<file path="config.mk">
export PLATFORM = sky130hd
export DESIGN_NAME = ext_irq_flags
export DESIGN_NICKNAME = d
export VERILOG_FILES = /design/src/rtl/irq_flag_pkg.sv /design/src/rtl/irq_sync.sv /design/src/rtl/irq_detect.sv /design/src/rtl/irq_flag_core.sv /design/src/rtl/ext_irq_flags.sv
export SDC_FILE = /design/constraint.sdc
export NUM_CORES = 1
export LEC_CHECK = 0
export BUFFER_PORTS_ARGS = -buffer_cell sky130_fd_sc_hd__buf_2
export CORE_UTILIZATION = 47
export CTS_CLUSTER_DIAMETER = 50
export DETAILED_ROUTE_END_ITERATION = 8
export GPL_TIMING_DRIVEN = 0
export PLACE_DENSITY = 0.79
export SYNTH_ARGS = -nofsm -noshare
export SYNTH_HDL_FRONTEND = slang
export SYNTH_SLANG_ARGS = --single-unit
</file>
<file path="constraint.sdc">
create_clock -name clk_i -period 2.05 [get_ports clk_i]
set_input_delay 0.205 -clock clk_i [delete_from_list [all_inputs] [get_ports clk_i]]
set_output_delay 0.205 -clock clk_i [all_outputs]
set_load 0.005 [all_outputs]
</file>
<file path="src/rtl/irq_flag_pkg.sv">
package irq_flag_pkg;
  localparam int unsigned MODE_W = 2;

  typedef enum logic [MODE_W-1:0] {
    SENSE_LOW  = 2'b00,
    SENSE_FALL = 2'b01,
    SENSE_RISE = 2'b10,
    SENSE_BOTH = 2'b11
  } sense_e;
endpackage

</file>
<file path="src/rtl/irq_sync.sv">
module irq_sync #(
  parameter int unsigned WIDTH     = 6,
  parameter logic        RESET_VAL = 1'b1
) (
  input  logic             clk_i,
  input  logic             rst_ni,
  input  logic [WIDTH-1:0] d_i,
  output logic [WIDTH-1:0] q_o
);
  logic [WIDTH-1:0] meta_q, sync_q;

  always_ff @(posedge clk_i or negedge rst_ni) begin
    if (!rst_ni) begin
      meta_q <= {WIDTH{RESET_VAL}};
      sync_q <= {WIDTH{RESET_VAL}};
    end else begin
      meta_q <= d_i;
      sync_q <= meta_q;
    end
  end

  assign q_o = sync_q;
endmodule

</file>
<file path="src/rtl/irq_detect.sv">
module irq_detect
  import irq_flag_pkg::*;
#(
  parameter int unsigned N = 6
) (
  input  logic              clk_i,
  input  logic              rst_ni,
  input  logic [N-1:0]      lvl_i,
  input  logic [MODE_W*N-1:0] mode_i,
  output logic [N-1:0]      set_o
);
  logic [N-1:0] prev_q;

  // idle-high lines: reset to 1 so release of reset makes no edge
  always_ff @(posedge clk_i or negedge rst_ni) begin
    if (!rst_ni) prev_q <= '1;
    else         prev_q <= lvl_i;
  end

  for (genvar g = 0; g < N; g++) begin : g_line
    sense_e mode_g;
    logic   hit;
    assign mode_g = sense_e'(mode_i[MODE_W*g+1 -: MODE_W]);
    always_comb begin
      unique case (mode_g)
        SENSE_LOW:  hit = ~lvl_i[g];
        SENSE_FALL: hit = prev_q[g] & ~lvl_i[g];
        SENSE_RISE: hit = ~prev_q[g] & lvl_i[g];
        default:    hit = prev_q[g] ^ lvl_i[g];
      endcase
    end
    assign set_o[g] = hit;
  end
endmodule

</file>
<file path="src/rtl/irq_flag_core.sv">
module irq_flag_core
  import irq_flag_pkg::*;
#(
  parameter int unsigned N  = 6,
  parameter int unsigned DW = 8
) (
  input  logic                clk_i,
  input  logic                rst_ni,
  input  logic [N-1:0]        set_i,
  input  logic [N-1:0]        lvl_i,
  input  logic [MODE_W*N-1:0] mode_i,
  input  logic [N-1:0]        svc_ack_i,
  input  logic [N-1:0]        xfer_trig_i,
  input  logic                xfer_isel_i,
  input  logic                rd_i,
  input  logic                wr_i,
  input  logic [DW-1:0]       wdata_i,
  output logic [N-1:0]        flag_o,
  output logic [N-1:0]        rd_latch_o
);
  logic [N-1:0] flag_q, flag_d, latch_q, latch_d, latch_n;
  logic [N-1:0] level_mode, clr_sw, clr_svc, clr_xfer;
  logic         unused_wdata_hi;

  for (genvar g = 0; g < N; g++) begin : g_mode
    assign level_mode[g] = (mode_i[MODE_W*g+1 -: MODE_W] == SENSE_LOW);
  end

  assign unused_wdata_hi = ^wdata_i[DW-1:N];

  assign clr_sw   = wr_i ? (latch_q & ~wdata_i[N-1:0]) : '0;
  assign clr_svc  = svc_ack_i & (~level_mode | lvl_i);
  assign clr_xfer = xfer_isel_i ? '0 : xfer_trig_i;

  // set has priority over every clear source
  assign flag_d  = set_i | (flag_q & ~(clr_sw | clr_svc | clr_xfer));
  assign latch_n = rd_i ? flag_q : (wr_i ? '0 : latch_q);
  assign latch_d = latch_n & flag_d;

  always_ff @(posedge clk_i or negedge rst_ni) begin
    if (!rst_ni) begin
      flag_q  <= '0;
      latch_q <= '0;
    end else begin
      flag_q  <= flag_d;
      latch_q <= latch_d;
    end
  end

  assign flag_o     = flag_q;
  assign rd_latch_o = latch_q;
endmodule

</file>
<file path="src/rtl/ext_irq_flags.sv">
module ext_irq_flags
  import irq_flag_pkg::*;
#(
  parameter int unsigned NUM_LINES = 6,
  parameter int unsigned REG_W     = 8
) (
  input  logic                        clk_i,
  input  logic                        rst_ni,
  input  logic [NUM_LINES-1:0]        irq_pin_i,
  input  logic [MODE_W*NUM_LINES-1:0] sense_mode_i,
  input  logic [NUM_LINES-1:0]        irq_en_i,
  input  logic [NUM_LINES-1:0]        svc_ack_i,
  input  logic [NUM_LINES-1:0]        xfer_trig_i,
  input  logic                        xfer_isel_i,
  input  logic                        reg_rd_i,
  input  logic                        reg_wr_i,
  input  logic [REG_W-1:0]            reg_wdata_i,
  output logic [REG_W-1:0]            reg_rdata_o,
  output logic [NUM_LINES-1:0]        irq_req_o
);
  localparam int unsigned PAD_W = REG_W - NUM_LINES;

  logic [NUM_LINES-1:0] lvl_sync, set_vec, flag_q, rd_latch;

  irq_sync #(.WIDTH(NUM_LINES), .RESET_VAL(1'b1)) u_sync (
    .clk_i (clk_i),
    .rst_ni(rst_ni),
    .d_i   (irq_pin_i),
    .q_o   (lvl_sync)
  );

  irq_detect #(.N(NUM_LINES)) u_detect (
    .clk_i (clk_i),
    .rst_ni(rst_ni),
    .lvl_i (lvl_sync),
    .mode_i(sense_mode_i),
    .set_o (set_vec)
  );

  irq_flag_core #(.N(NUM_LINES), .DW(REG_W)) u_core (
    .clk_i      (clk_i),
    .rst_ni     (rst_ni),
    .set_i      (set_vec),
    .lvl_i      (lvl_sync),
    .mode_i     (sense_mode_i),
    .svc_ack_i  (svc_ack_i),
    .xfer_trig_i(xfer_trig_i),
    .xfer_isel_i(xfer_isel_i),
    .rd_i       (reg_rd_i),
    .wr_i       (reg_wr_i),
    .wdata_i    (reg_wdata_i),
    .flag_o     (flag_q),
    .rd_latch_o (rd_latch)
  );

  assign reg_rdata_o = {{PAD_W{1'b0}}, flag_q};
  assign irq_req_o   = flag_q & irq_en_i;
endmodule

</file>
==> flow_summary_export.csv, run 1 <==
group,metric,value,unit
drt,wl_per_cell,12.0,um
synthesis,yosys.area_share.simple,0.149,
timing,worst_pin_slew,0.628,ns
cts,cts_buffer_depth,2,
worst_hold_path,hold_path.class,"primary input to register",
drt,via_count,1120,
drt,ant_nets,0,
timing,max_clock_freq,622,MHz
cts,post-cts-setup-buffers,0,
timing,period_share,0.784,
drt,drtPass1Iterations,4,
synthesis,synth_cells,126,
pwr,p_leak,0.999,nW
cts,clkSinkCount,30,
timing,fin_ws,0.443,ns
outcome,status,"finished clean",
die,fp.dieArea,3420,um2
die,die_w,58.5,um
die,io_pins,63,
synthesis,yosysSeqAreaShare,0.516,
layout,final_common_cell,"buf_2",
synthesis,synth_top_family_by_area,"simple AND/OR/NAND/NOR gates",
cts,cts_tree,"built",
pwr,p_sw_frac,0.246,
layout,drive_gt1_frac,0.500,
setup_path,slowest_delay,0.57,ns
pwr,p_comb_frac,0.164,
cts,clockRootBuffer,"clkbuf_4",
cts,h-tree-depth,2,
synthesis,synth-adder-area-share,0.100,
die,fp.dieH,58.5,um
timing,rsz0062_at_grt,"false",
synthesis,synth_area,1500,um2
synthesis,synth_seq_cells,30,
setup_path,slowest_stage,"dfstp_2",
synthesis,avgSynthCellArea,11.9,um2
pwr,clkPwrFrac,0.334,
synthesis,ys_types,19,
timing,tns,0,ns
pwr,power.switching,0.000337,W
drt,routed_wirelength,2.93,mm
timing,setup_violations,0,
drt,avgViaCountPerCell,4.59,
die,core,3030,um2
placed_design,place_hpwl,2.25,mm
timing,hold_viol,0,
timing,fin_skew,0.00813,ns
pwr,p_int,0.00103,W
grt,grt_pass1_vias,1124,
pwr,cellPowerDensity,686,nW/um2
cts,numCtsBuffers,5,
grt,grt_max_degree,31,
layout,nNetsFinal,260,
placed_design,pre_cts_ws,0.436,ns
placed_design,portBuffers,58,
timing,drv_slew,0,
cts,hold_buffers,7,
layout,final_cell_mix,"60 x buf_2, 25 x inv_1, 18 x dfstp_2",
pwr,power_frac_seq,0.503,
drt,drc_errors,0,
die,start_util,0.495,
synthesis,yosysTopAreaCellShare,0.316,
setup_path,critPathKind,"register to register",
synthesis,synthMuxAreaShare,0.0902,
cts,clkTransAtPathRegs,0.10,ns
grt,antenna_found_initial,0,
placed_design,gp_congestion,0.784,
layout,n_antenna_cell,0,
synthesis,synth_compound_area_frac,0.0626,
pwr,peakVddDrop,0.559,mV
setup_path,worstPathArrival,1.88,ns
grt,grt_pass1_wl,4.80,mm
drt,drt_iter0_markers,26,
synthesis,yosys_warnings,0,
synthesis,synth_xor_area_frac,0,
setup_path,worstPathCellList,"inv_1 > ha_1 > mux4_2 > a21oi_2",
grt,grt-ovfl-total,0,
cts,clock_latency,0.33,ns
timing,max_slew_margin,0.581,
run,drv_cap,0,
setup_path,cp_max_fo,4,
synthesis,synth_top_area_cell,"dfstp_2",
grt,grtUsageTotal,0.198,
cts,cts_resized,0,
layout,area_growth,33.1,%
setup_path,crit_required,2.32,ns
die,rows,20,
timing,period_needed,1.61,ns
setup_path,startpoint_type,"register",
synthesis,synth_area_leaders,"dfstp_2 32%, dfrtp_1 20%, ha_1 10%, mux4_2 9.0%, inv_1 6.3%",
setup_path,worstSetupEndpointType,"register",
## power by group through the flow
stage	combinational (W)	clock [W]	sequential [W]
after detailed placement	0.000218	0	0.000699
after global routing	0.000253	0.000505	0.000696
after global placement	0.000207	0	0.000692
final	0.000224	0.000457	0.000688
after CTS	0.000229	0.000472	0.000688
after floorplan	0.000111	0	0.000692
## per-layer routing
layer	up-vias	wire length, um	GRT usage	share of wire
li1	553	-	-	-
met1	518	1090	0.196	0.37
met2	41	1600	0.369	0.55
met3	8	160	0.0659	0.055
met4	0	79	0.0952	0.027
met5	-	0	0	0
## metrics by stage
stage,power [W],cells,area [um2],hold slack (ns),util
final,0.00137,244,2000,0.173,0.659
after global routing,0.00145,244,2000,0.160,0.659
after CTS,0.00139,244,2000,0.162,0.659
after detailed placement,0.000917,229,1850,0.259,0.610
after global placement,0.000899,229,1850,0.258,0.610
after floorplan,0.000803,127,1500,-0.0906,-
## cells by family after synthesis
family / after synthesis
AOI/OAI and AO/OA: 13
other: 1
and+or+nand+nor: 35
adders and majority gates: 12
buffers and inverters: 29
muxes: 6
DFF: 30
## final cells by class
| class | instances | area, um2 |
|---|---|---|
| Fill cell | 255 | 1030 |
| Sequential cell | 30 | 773 |
| Multi-Input combinational cell | 68 | 611 |
| Timing Repair Buffer | 65 | 360 |
| Inverter | 25 | 93.8 |
| Tap cell | 44 | 55.1 |
| Clock inverter | 3 | 40.0 |
| Clock buffer | 5 | 37.5 |
| Buffer | 4 | 25.0 |
## worst max-delay path: cells and delay by family, from the launching register on
kind / cells / cell delay, ns
DFF: 1 / 0.57
muxes: 1 / 0.51
adders and majority gates: 1 / 0.28
AOI/OAI and AO/OA: 1 / 0.14
buffers and inverters: 1 / 0.05
## registers in the layout (all words and copies together), names as in the netlist
register and cells:
u_core.rd_latch_o 6, u_sync.q_o 6, u_core.flag_o 6, u_sync.meta_q 6, u_detect.prev_q 6
## synthesized netlist by cell type
library cell and instances:
and2_1 6, dfrtp_1 12, conb_1 1, ha_1 12, a21oi_2 6, buf_4 2, dfstp_2 18, nor3b_1 5
nand2_1 7, mux4_2 6, buf_2 2, nand3b_1 5, o2111ai_1 1, a21oi_1 5, nand4b_1 5, nor2_1 1
inv_1 25, a22oi_1 1, nand2b_1 6
## worst paths after layout
path,start,slack [ns],endpoint,depth (start not counted)
max,u_sync.q_o[2]$_DFF_PN1_,0.44,u_core.rd_latch_o[2]$_DFF_PN0_,4
min reg2reg,u_sync.meta_q[2]$_DFF_PN1_,0.36,u_sync.q_o[2]$_DFF_PN1_,0
min,svc_ack_i[3],0.17,u_core.flag_o[3]$_DFF_PN0_,3
min in group asynchronous,rst_ni,0.41,u_core.flag_o[4]$_DFF_PN0_,2
max in group asynchronous,rst_ni,1.23,u_core.flag_o[1]$_DFF_PN0_,2
max reg2reg,u_sync.q_o[2]$_DFF_PN1_,0.44,u_core.rd_latch_o[2]$_DFF_PN0_,4
Power figures use the tool's default switching activity.
==> run 2, diff against run 1 <==
- ABC_AREA: default -> 1
- CORE_UTILIZATION: 47 -> 48
- clock period: 2.05 -> 1.5 ns (I/O delays scaled with it)
==> flow_summary_export.csv, run 2 <==
group,metric,value,unit
outcome,status,"finished clean",
layout,n_antenna_cell,0,
cts,numCtsBuffers,5,
timing,setup_violations,0,
die,fp.dieArea,3660,um2
timing,worst_pin_slew,0.631,ns
grt,grt_pass1_wl,4.26,mm
grt,grt_pass1_vias,1147,
die,start_util,0.521,
timing,tns,0,ns
setup_path,startpoint_type,"register",
die,die_w,60.5,um
setup_path,critPathTopFamily,"flip-flops",
synthesis,ys.flop_type,"dfstp_2",
synthesis,yosysMostFrequentCell,"inv_1",
layout,fillCellCount,304,
synthesis,yosysTopAreaCellShare,0.288,
setup_path,critPathKind,"register to register",
synthesis,synth_seq_cells,30,
cts,clkSinkCount,30,
drt,avgViaCountPerCell,4.28,
setup_path,worstPathArrival,1.55,ns
cts,cts_buffer_depth,2,
layout,final_common_cell,"inv_1",
synthesis,synth_cells,199,
setup_path,cp_max_fo,4,
drt,drt_iter0_markers,26,
drt,ant_nets,0,
cts,cts_resized,0,
timing,rsz0062_at_grt,"false",
synthesis,synth_top_area_cell,"dfstp_2",
drt,drc_errors,0,
synthesis,synth_area,1640,um2
drt,drtPass1Iterations,4,
die,rows,20,
cts,clockRootBuffer,"clkbuf_4",
grt,grtUsageTotal,0.163,
setup_path,crit_top_cell,"nand2_1",
layout,nNetsFinal,333,
drt,via_count,1353,
worst_hold_path,hold_path.class,"primary input to register",
layout,finalInstanceArea,2110,um2
synthesis,yosys_warnings,0,
cts,clock_latency,0.32,ns
synthesis,synth_commonest_cells,"61 x inv_1, 54 x nand2_1, 18 x dfstp_2",
pwr,cellPowerDensity,801,nW/um2
die,fp.dieH,60.5,um
timing,fin_skew,0.00469,ns
placed_design,place_hpwl,2.03,mm
synthesis,avgSynthCellArea,8.26,um2
drt,routed_wirelength,2.74,mm
cts,clkTransAtPathRegs,0.09,ns
timing,max_clock_freq,750,MHz
die,core,3150,um2
pwr,p_leak,1.30,nW
setup_path,worstSetupEndpointType,"register",
drt,wl_per_cell,8.68,um
synthesis,yosysSeqAreaShare,0.471,
setup_path,worstPathCellList,"inv_1 > ha_1 > inv_1 > nand2_1 > nand2_1 > nand2_1 > nand3_2 > nand2_1 > inv_1",
timing,period_share,0.888,
synthesis,synth_edf_count,0,
timing,max_slew_margin,0.579,
grt,antenna_found_initial,0,
cts,post-cts-setup-buffers,0,
placed_design,portBuffers,58,
run,drv_cap,0,
cts,cts_tree,"built",
placed_design,gp_congestion,0.709,
timing,period_needed,1.33,ns
synthesis,async_flop_share,1.00,
die,io_pins,63,
layout,area_growth,28.3,%
pwr,power,0.00169,W
cts,hold_buffers,7,
setup_path,crit_required,1.72,ns
grt,grt_max_degree,31,
setup_path,slowest_stage,"dfstp_2",
timing,drv_slew,0,
cts,h-tree-depth,2,
pwr,peakVddDrop,0.580,mV
setup_path,crit_buf_inv,3,
placed_design,placed_cell_area,1990,um2
layout,final_cell_mix,"61 x inv_1, 58 x buf_2, 54 x nand2_1",
synthesis,ys_types,15,
layout,drive_gt1_frac,0.357,
synthesis,synth_area_leaders,"dfstp_2 29%, dfrtp_1 18%, inv_1 14%, nand2_1 12%, ha_1 9.1%",
grt,grt-ovfl-total,0,
timing,hold_viol,0,
setup_path,slowest_delay,0.56,ns
run 2: changes by cell type in the layout (fill, tap and decap cells not counted), sizes merged, moves of 11 or more:
cell   delta
nand3    +18
inv      +37
nand2    +47
a21oi    -11
run 2: layout make-up:
class	count	area (um2)	area share
Sequential cell	30	773	0.367
Clock buffer	7	45.0	0.0214
Inverter	62	233	0.110
Multi-Input combinational cell	105	614	0.292
Buffer	3	26.3	0.0125
Tap cell	44	55.1	0.0261
Timing Repair Buffer	65	360	0.171
run 2: per-layer routing:
layer / up-vias / global-route usage / wire length, um
li1: 718 / - / -
met1: 582 / 0.166 / 1240
met2: 46 / 0.300 / 1250
met3: 7 / 0.0490 / 195
met4: 0 / 0.0877 / 58
met5: - / 0 / 0
run 2: worst paths after layout:
path | end | start | cells past startpoint | slack (ns)
min reg2reg | u_sync.q_o[2]$_DFF_PN1_ | u_sync.meta_q[2]$_DFF_PN1_ | 0 | 0.36
max | u_core.rd_latch_o[3]$_DFF_PN0_ | u_sync.q_o[3]$_DFF_PN1_ | 9 | 0.17
max reg2reg | u_core.rd_latch_o[3]$_DFF_PN0_ | u_sync.q_o[3]$_DFF_PN1_ | 9 | 0.17
min in group asynchronous | u_core.flag_o[5]$_DFF_PN0_ | rst_ni | 2 | 0.37
min | u_core.flag_o[5]$_DFF_PN0_ | sense_mode_i[11] | 3 | 0.08
max in group asynchronous | u_core.flag_o[1]$_DFF_PN0_ | rst_ni | 2 | 0.71
run 2: where the power goes:
part | total, W | internal [W] | switching, W
Sequential | 0.000925 | 0.000888 | 0.0000368
Combinational | 0.000343 | 0.000169 | 0.000173
Clock | 0.000420 | 0.000176 | 0.000244
run 2: cells by family after synthesis:
| group | after synthesis | share of synthesized area |
|---|---|---|
| compound gates | 12 | 0.0640 |
| flops | 30 | 0.471 |
| simple gates | 79 | 0.214 |
| buf+inv | 65 | 0.158 |
| fa+ha+maj | 12 | 0.0914 |
| other cells | 1 | 0.00228 |
run 2: through the flow:
| stage | hold slack [ns] | util | instances | setup slack, ns |
|---|---|---|---|---|
| 4_1_cts | 0.0635 | 0.668 | 316 | 0.142 |
| 3_3_place_gp | 0.205 | 0.632 | 302 | 0.187 |
| 3_5_place_dp | 0.212 | 0.632 | 302 | 0.155 |
| 2_1_floorplan | -0.146 | - | 200 | 0.243 |
| 5_1_grt | 0.0720 | 0.668 | 316 | 0.0628 |
| 6_report | 0.0763 | 0.668 | 316 | 0.168 |
run 2: tightest hold or removal path, stage by stage:
cell     delay, ns
buf_2         0.09
nand2_1       0.06
nand3_2       0.07
==> run 3, diff against run 2 <==
--- a/config.mk
+++ b/config.mk
@@ -12,4 +12,3 @@
 export DETAILED_ROUTE_END_ITERATION = 8
-export GPL_TIMING_DRIVEN = 0
-export PLACE_DENSITY = 0.79
+export PLACE_DENSITY_LB_ADDON = 0.25
 export SYNTH_ARGS = -nofsm -noshare
==> constraint.sdc (replaced) <==
create_clock -name clk_i -period 1.5 [get_ports clk_i]
set_input_delay 0.075 -clock clk_i [delete_from_list [all_inputs] [get_ports clk_i]]
set_output_delay 0.075 -clock clk_i [all_outputs]
set_load 0.005 [all_outputs]
==> flow_summary_export.csv, run 3 (synthesis gave the netlist of run 2 again) <==
group,metric,value,unit
layout,nNetsFinal,336,
grt,grt_max_degree,31,
layout,fillCellCount,300,
outcome,status,"finished clean",
timing,period_share,0.886,
setup_path,r2r_slack,0.17,ns
timing,max_clock_freq,752,MHz
layout,area_growth,31.2,%
pwr,power.switching,0.000477,W
pwr,p_int,0.00129,W
die,fp.dieArea,3660,um2
setup_path,cp_max_fo,4,
placed_design,place_hpwl,2.10,mm
placed_design,gp_congestion,0.747,
drt,drc_errors,0,
drt,avgViaCountPerCell,4.24,
timing,period_needed,1.33,ns
drt,drt_iter0_markers,35,
grt,grt_pass1_vias,1245,
layout,utilization,0.684,
timing,setup_violations,0,
layout,multi_input_comb_area,614,um2
pwr,p_comb_frac,0.196,
layout,regArea,773,um2
timing,rsz0062_at_grt,"false",
cts,clkSinkCount,30,
pwr,clkPwrFrac,0.279,
setup_path,critPathKind,"register to register",
pwr,p_leak,1.31,nW
die,io_pins,63,
cts,h-tree-depth,2,
run,drv_cap,0,
pwr,power_frac_seq,0.524,
layout,final_common_cell,"inv_1",
drt,via_count,1357,
grt,grt-ovfl-total,0,
die,rows,20,
cts,clkTransAtPathRegs,0.09,ns
cts,numCtsBuffers,5,
worst_hold_path,hold_path.class,"primary input to register",
pwr,cellPowerDensity,819,nW/um2
layout,final_cell_mix,"61 x inv_1, 58 x buf_2, 54 x nand2_1",
timing,fin_skew,0.00602,ns
layout,n_antenna_cell,0,
setup_path,crit_required,1.72,ns
timing,tns,0,ns
placed_design,portBuffers,58,
pwr,p_sw_frac,0.270,
die,fp.dieH,60.5,um
drt,drtPass1Iterations,4,
timing,max_slew_margin,0.574,
setup_path,startpoint_type,"register",
drt,ant_nets,0,
timing,hold_viol,0,
grt,grt_pass1_wl,4.88,mm
cts,cts_tree,"built",
drt,routed_wirelength,2.88,mm
setup_path,worstSetupEndpointType,"register",
pwr,peakVddDrop,0.736,mV
timing,drv_slew,0,
die,start_util,0.521,
grt,grtUsageTotal,0.186,
timing,timing.hold.ws,0.0491,ns
cts,clock_latency,0.32,ns
drt,wl_per_cell,9.00,um
cts,cts_buffer_depth,2,
setup_path,worstPathArrival,1.55,ns
cts,clockRootBuffer,"clkbuf_4",
timing,worst_pin_slew,0.639,ns
grt,antenna_found_initial,0,
die,core,3150,um2
die,die_w,60.5,um
layout,drive_gt1_frac,0.348,
run 3: routing by layer:
metal  vias to the layer above  wire (um)  global-route usage
met2                        34       1420               0.328
met1                       594       1270               0.202
met5                         -          0                   0
met4                         0         45               0.107
li1                        724          -                   -
met3                         5        144              0.0490
run 3: worst paths after layout:
check | from | end | cells after the start
worst min-delay path | svc_ack_i[4] | u_core.flag_o[4]$_DFF_PN0_ | 4
max in group asynchronous | rst_ni | u_core.flag_o[1]$_DFF_PN0_ | 2
worst min register to register | u_sync.meta_q[1]$_DFF_PN1_ | u_sync.q_o[1]$_DFF_PN1_ | 0
min in group asynchronous | rst_ni | u_core.flag_o[4]$_DFF_PN0_ | 2
worst max-delay path | u_sync.q_o[1]$_DFF_PN1_ | u_core.rd_latch_o[1]$_DFF_PN0_ | 9
worst max register to register | u_sync.q_o[1]$_DFF_PN1_ | u_core.rd_latch_o[1]$_DFF_PN0_ | 9
run 3: per-stage QoR:
step	power, W	std cells	instance area [um2]	setup slack, ns
after floorplan	0.00112	200	1650	0.243
after global placement	0.00126	299	1970	0.181
after detailed placement	0.00127	299	1970	0.173
after CTS	0.00180	320	2160	0.156
after global routing	0.00189	320	2160	0.0590
final	0.00177	320	2160	0.171
run 3: cell type report:
type                            instances  share of cell area
Sequential cell                        30               0.359
Multi-Input combinational cell        105               0.285
Timing Repair Buffer                   71               0.195
Inverter                               62               0.108
Clock buffer                            7              0.0255
Tap cell                               44              0.0255
Clock inverter                          1             0.00232
run 3: critical path, cell delays in order (launching register included):
cell     delay [ns]
dfstp_2        0.57
inv_1          0.05
ha_1           0.26
inv_1          0.03
nand2_1        0.04
nand2_1        0.05
nand2_1        0.07
nand3_2        0.08
nand2_1        0.06
inv_1          0.03
run 3: power by group through the flow:
stage / combinational, W / clock [W] / sequential, W
after detailed placement: 0.000325 / 0 / 0.000941
after CTS: 0.000353 / 0.000519 / 0.000927
after floorplan: 0.000186 / 0 / 0.000935
after global placement: 0.000321 / 0 / 0.000939
final: 0.000347 / 0.000493 / 0.000926
after global routing: 0.000406 / 0.000555 / 0.000934
run 3: timing repair:
item                                    CTS  global route
hold buffers                             13             0
setup buffers                             0             0
gates resized for setup                   0             0
endpoints found under the setup margin    0             0
endpoints found under the hold margin    24             0
